==> src/rtl/cdp_pkg.sv <==
package cdp_pkg;
    localparam int DEF_DATA_W      = 16;
    localparam int DEF_CONV_CYCLES = 40;

    typedef struct packed {
        logic rise;
        logic fall;
    } sclk_edge_t;

    typedef enum logic {
        SEQ_IDLE = 1'b0,
        SEQ_CONV = 1'b1
    } seq_state_t;
endpackage

==> src/rtl/conv_sequencer.sv <==
module conv_sequencer
    import cdp_pkg::*;
#(
    parameter int DATA_W      = DEF_DATA_W,
    parameter int CONV_CYCLES = DEF_CONV_CYCLES
) (
    input  logic              clk,
    input  logic              rst,
    input  logic              conv_start,
    input  logic [DATA_W-1:0] sample_code,
    output logic              busy,
    output logic              load,
    output logic [DATA_W-1:0] result
);
    localparam int CW = $clog2(CONV_CYCLES + 1);

    seq_state_t    state;
    logic [CW-1:0] remain;

    always_ff @(posedge clk) begin
        if (rst) begin
            state  <= SEQ_IDLE;
            remain <= '0;
            result <= '0;
        end else begin
            case (state)
                SEQ_IDLE: if (conv_start) begin
                    state  <= SEQ_CONV;
                    remain <= CW'(CONV_CYCLES - 1);
                    result <= sample_code;
                end
                SEQ_CONV: begin
                    if (remain == '0) state <= SEQ_IDLE;
                    else              remain <= remain - 1'b1;
                end
                default: state <= SEQ_IDLE;
            endcase
        end
    end

    assign busy = (state == SEQ_CONV);
    assign load = busy && (remain == '0);

    // busy ends only when the countdown has expired
    p_busy_fall_r1: assert property (@(posedge clk) disable iff (rst)
        $fell(busy) |-> $past(remain) == '0);

    // a start during a running conversion changes neither busy nor the word
    p_start_ignored_r2: assert property (@(posedge clk) disable iff (rst)
        (busy && conv_start && remain != '0) |=> (busy && $stable(result)));
endmodule

==> src/rtl/sclk_edges.sv <==
module sclk_edges
    import cdp_pkg::*;
(
    input  logic       clk,
    input  logic       rst,
    input  logic       sclk,
    output sclk_edge_t ev
);
    logic [2:0] sync;

    always_ff @(posedge clk) begin
        if (rst) sync <= '0;
        else     sync <= {sync[1:0], sclk};
    end

    assign ev.rise = sync[1] & ~sync[2];
    assign ev.fall = ~sync[1] & sync[2];
endmodule

==> src/rtl/serial_shifter.sv <==
module serial_shifter
    import cdp_pkg::*;
#(
    parameter int DATA_W = DEF_DATA_W
) (
    input  logic              clk,
    input  logic              rst,
    input  sclk_edge_t        ev,
    input  logic              sel,
    input  logic              busy,
    input  logic              load,
    input  logic [DATA_W-1:0] result,
    input  logic              chain_in,
    output logic              sdo
);
    localparam int CW = $clog2(DATA_W + 1);

    logic [DATA_W-1:0] shreg;
    logic [DATA_W-1:0] word_q;
    logic              chain_q;
    logic [CW-1:0]     bitcnt;
    logic              active;

    assign active = sel && !busy;

    always_ff @(posedge clk) begin
        if (rst) begin
            shreg   <= '0;
            word_q  <= '0;
            chain_q <= 1'b0;
            bitcnt  <= '0;
        end else if (load) begin
            shreg   <= result;
            word_q  <= result;
            chain_q <= 1'b0;
            bitcnt  <= '0;
        end else if (active) begin
            if (ev.rise) chain_q <= chain_in;
            if (ev.fall) begin
                shreg <= {shreg[DATA_W-2:0], chain_q};
                if (bitcnt != CW'(DATA_W)) bitcnt <= bitcnt + 1'b1;
            end
        end
    end

    assign sdo = sel ? shreg[DATA_W-1] : 1'b0;

    logic [DATA_W-1:0] aligned;
    assign aligned = word_q << bitcnt;

    // the finished word lands in the register with the position cleared
    p_load_r3: assert property (@(posedge clk) disable iff (rst)
        load |=> (shreg == $past(result) && bitcnt == '0));

    // during the own word, the output follows the stored word MSB first
    p_msb_first_r4: assert property (@(posedge clk) disable iff (rst)
        (sel && !busy && bitcnt < CW'(DATA_W)) |-> sdo == aligned[DATA_W-1]);

    // the bit shifted in is the chain bit captured on the rising edge
    p_chain_r5: assert property (@(posedge clk) disable iff (rst)
        (active && ev.fall && !load) |=> shreg[0] == $past(chain_q));

    // nothing moves while deselected
    p_freeze_r7: assert property (@(posedge clk) disable iff (rst)
        (!sel && !load) |=> ($stable(shreg) && $stable(bitcnt)));

    // nothing moves while a conversion runs
    p_busy_hold_r8: assert property (@(posedge clk) disable iff (rst)
        (busy && !load) |=> ($stable(shreg) && $stable(bitcnt)));
endmodule

==> src/rtl/conv_serial_port.sv <==
module conv_serial_port
    import cdp_pkg::*;
#(
    parameter int DATA_W      = DEF_DATA_W,
    parameter int CONV_CYCLES = DEF_CONV_CYCLES
) (
    input  logic              clk,
    input  logic              rst,
    input  logic              conv_start,
    input  logic [DATA_W-1:0] sample_code,
    input  logic              sclk,
    input  logic              cs_n,
    input  logic              rd_n,
    input  logic              chain_in,
    output logic              sdo,
    output logic              busy
);
    sclk_edge_t        ev;
    logic              load;
    logic [DATA_W-1:0] result;
    logic              sel;

    assign sel = ~cs_n & ~rd_n;

    conv_sequencer #(.DATA_W(DATA_W), .CONV_CYCLES(CONV_CYCLES)) u_seq (
        .clk(clk), .rst(rst), .conv_start(conv_start), .sample_code(sample_code),
        .busy(busy), .load(load), .result(result)
    );

    sclk_edges u_edges (
        .clk(clk), .rst(rst), .sclk(sclk), .ev(ev)
    );

    serial_shifter #(.DATA_W(DATA_W)) u_shift (
        .clk(clk), .rst(rst), .ev(ev), .sel(sel), .busy(busy), .load(load),
        .result(result), .chain_in(chain_in), .sdo(sdo)
    );
endmodule

==> config.mk <==
export PLATFORM = sky130hd
export DESIGN_NAME = conv_serial_port
export DESIGN_NICKNAME = d
export VERILOG_FILES = /design/src/rtl/cdp_pkg.sv /design/src/rtl/conv_sequencer.sv /design/src/rtl/sclk_edges.sv /design/src/rtl/serial_shifter.sv /design/src/rtl/conv_serial_port.sv
export SDC_FILE = /design/constraint.sdc
export NUM_CORES = 1
export LEC_CHECK = 0
export BUFFER_PORTS_ARGS = -buffer_cell sky130_fd_sc_hd__buf_2
export CORE_ASPECT_RATIO = 0.6
export CORE_UTILIZATION = 56
export CTS_CLUSTER_SIZE = 28
export DETAILED_ROUTE_END_ITERATION = 16
export GPL_ROUTABILITY_DRIVEN = 0
export PLACE_DENSITY = 0.78
export SYNTH_ARGS = -nofsm -noshare
export SYNTH_HDL_FRONTEND = slang
export SYNTH_SLANG_ARGS = --single-unit
==> constraint.sdc <==
create_clock -name clk -period 2.1 [get_ports clk]
set_clock_uncertainty 0.15 [all_clocks]
set_input_delay 0.21 -clock clk [delete_from_list [all_inputs] [get_ports clk]]
set_output_delay 0.21 -clock clk [all_outputs]
set_load 0.005 [all_outputs]
==> out/metrics.yaml <==
status: "finished with violations"
violations: "DRC"
fp.dieH_um: 47.6
netlist_area_um2: 1940
cts_max_level: 2
area.growth.synth_to_final_pct: 20.7
multi_input_area_um2: 966
ys_ff_latch: 43
holdWs_ns: 0.0113
synthDistinctLibCells: 37
r2r_cells: 5
via_per_inst: 6.21
ys.warnings.count: 0
post_cts_resized: 0
final_nets: 281
slowest_stage: "and4bb_1"
drive_above_1_share_pct: 18.6
vias: 1883
synthArstFlopShare_pct: 0
num_rows: 16
power_uw: 1840
synth_common_cells: "dfxtp_1 (43), nand2_1 (33), a21oi_1 (18)"
peakVddDrop_mv: 0.530
dr.pass1.iters: 10
hold_viol: 0
grt_setup_unrepaired: "no"
crit_path_max_fanout: 16
critPathTopFamily: "simple AND/OR/NAND/NOR gates"
fmax_ghz: 0.516
synth_edf_count: 0
dieArea_um2: 3720
synth_top_area_share_pct: 44.3
cts.reportedPaths.clkPinSlew_ns: 0.08
clockBufferDepth: 2
path_depth: 5
reg2reg_from: "u_seq.remain[0]$_SDFFE_PP0P_"
hp-start: "sample_code[13]"
start_util_pct: 59.2
tns_ns: 0
crit_path_end_kind: "flip-flop"
synthFlopType: "dfxtp_1"
use_met1_pct: 41.1
critPathMaxStageDelay_ns: 0.57
cts.sink_count: 43
tightest_slew_ns: 0.589
worstPathRequired_ns: 2.16
busiest_layer: "met1"
timing.final.ws_setup_ns: 0.164
fillers: 270
antenna_cells: 0
dp_slack_ns: 0.224
detail-route-antenna-nets: 0
worstReg2RegEnd: "u_shift.shreg[9]$_SDFFE_PP0P_"
cts_made_buffers: 5
dp_hpwl_mm: 3.02
cts-root-buf: "clkbuf_8"
cp-endpoint: "u_shift.shreg[9]$_SDFFE_PP0P_"
crit_start: "u_seq.remain[0]$_SDFFE_PP0P_"
leakagePower_uw: 0.000822
crit_buf_inv: 1
cts_tree: "yes"
synthTopCellsByArea: "dfxtp_1 (44%), nand4b_1 (7.7%), o221ai_1 (6.8%), nand2_1 (6.4%), a31oi_1 (5.5%)"
power_density_nw_per_um2: 783
grt_max_degree: 30
start_kind: "flip-flop"
met3_usage_pct: 5.71
yosysMostFrequentCell: "dfxtp_1"
synth_cells: 227
drc_errors: 1
io_buffers: 24
path_cells: "inv_1, ha_1, and4bb_1, a22oi_1, a211oi_1"
clock_latency_ns: 0.30
antenna_found_initial: 0
synth.largest_area_cell: "dfxtp_1"
fin_crit_ns: 1.94
overflow: 0
crit_type: "flip-flop to flip-flop"
setup_viol: 0
grt_pass1_vias: 1406
drt_wl_total_mm: 4.81
crit_arrival_ns: 2.00
drt_iter0_markers: 258
syn_avg_cell_area_um2: 8.57
num_io_pins: 25
postSynthNetCount: 251
coreArea_um2: 3280
grtUsageTotal_pct: 26.5
maxSlewHeadroom_pct: 60.7
r2r_setup_slack_ns: 0.16
die_w_um: 78.1
grt_pass1_wl_mm: 7.25
regArea_um2: 861
seq_area_frac_synth_pct: 44.3
post_drt_wl_per_cell_um: 15.9
grtUsageMet2_pct: 35.4
maxSlewViolCount: 0
cap_violations: 0
min_period_over_period_pct: 92.2
hp-class: "input pin to flip-flop"
==> cell type report <==
cell class                 instances  share of cell area (%)
timing repair buffer              48                    14.1
multi-input combinational        155                    41.2
tap                               45                    2.40
clock buffer                       6                    3.52
inverter                           4                   0.640
clock inverter                     2                    1.49
sequential                        43                    36.7
==> where the power goes <==
| part | total (uW) | internal [uW] | switching, uW |
|---|---|---|---|
| clock network | 676 | 385 | 291 |
| registers | 892 | 857 | 34.9 |
| logic | 269 | 112 | 157 |
==> tightest hold or removal path: stages <==
cell,delay (ns)
buf_2,0.09
nand2_1,0.06
a21oi_1,0.05
==> how the worst min path moves through the flow <==
stage,end,slack (ns),depth (start not counted)
after detailed placement,u_edges.sync[0]$_SDFF_PP0_,0.28,2
after floorplan,u_edges.sync[0]$_SDFF_PP0_,0.19,1
after global routing,u_seq.result[13]$_SDFFE_PP0P_,0.006,3
after global placement,u_edges.sync[1]$_SDFF_PP0_,0.27,1
final,u_seq.result[13]$_SDFFE_PP0P_,0.01,3
after CTS,u_seq.result[4]$_SDFFE_PP0P_,0.003,3
==> what timing repair did <==
item,4_1_cts,5_1_grt
hold buffers,11,1
buffers inserted,0,0
endpoints found under the hold margin,11,1
==> metrics by stage <==
stage / area (um^2) / utilization (%) / instances
detailed placement: 2110 / 64.2 / 283
floorplan: 1940 / - / 227
global placement: 2110 / 64.2 / 283
CTS: 2340 / 71.2 / 302
finish: 2350 / 71.5 / 303
global route: 2350 / 71.5 / 303
==> kinds of logic after synthesis <==
family	Yosys count	share of synthesized area, %
buffers and inverters	29	6.05
and+or+nand+nor	91	27.2
muxes	1	0.579
adders and majority gates	1	0.643
DFF	43	44.3
AOI/OAI and AO/OA	62	21.2
==> metal layers <==
layer,part of all wire (%),vias to the layer above
li1,-,909
met1,53,881
met2,39,85
met3,7.0,8
met4,1.3,0
met5,0,-
==> layout by cell type (no fill, tap or decap), drive strengths merged, types with 3 or more instances in the layout <==
| cell | count |
|---|---|
| a211oi | 3 |
| a21oi | 18 |
| a31oi | 17 |
| buf | 36 |
| clkbuf | 6 |
| dfxtp | 43 |
| dlygate4sd3 | 12 |
| inv | 4 |
| nand2 | 33 |
| nand2b | 4 |
| nand3 | 15 |
| nand4b | 17 |
| nor2 | 4 |
| nor2b | 4 |
| nor3 | 3 |
| o21ai | 4 |
| o221ai | 15 |
| or4 | 3 |
==> sequential cells by signal (all words and copies together) (netlist names) <==
signal / count
u_seq.result: 16
u_edges.sync: 3
u_seq.remain: 6
u_shift.shreg: 16
u_shift.chain_q: 1
u_seq.busy: 1
Note: power is estimated with default switching activity, not from simulation.
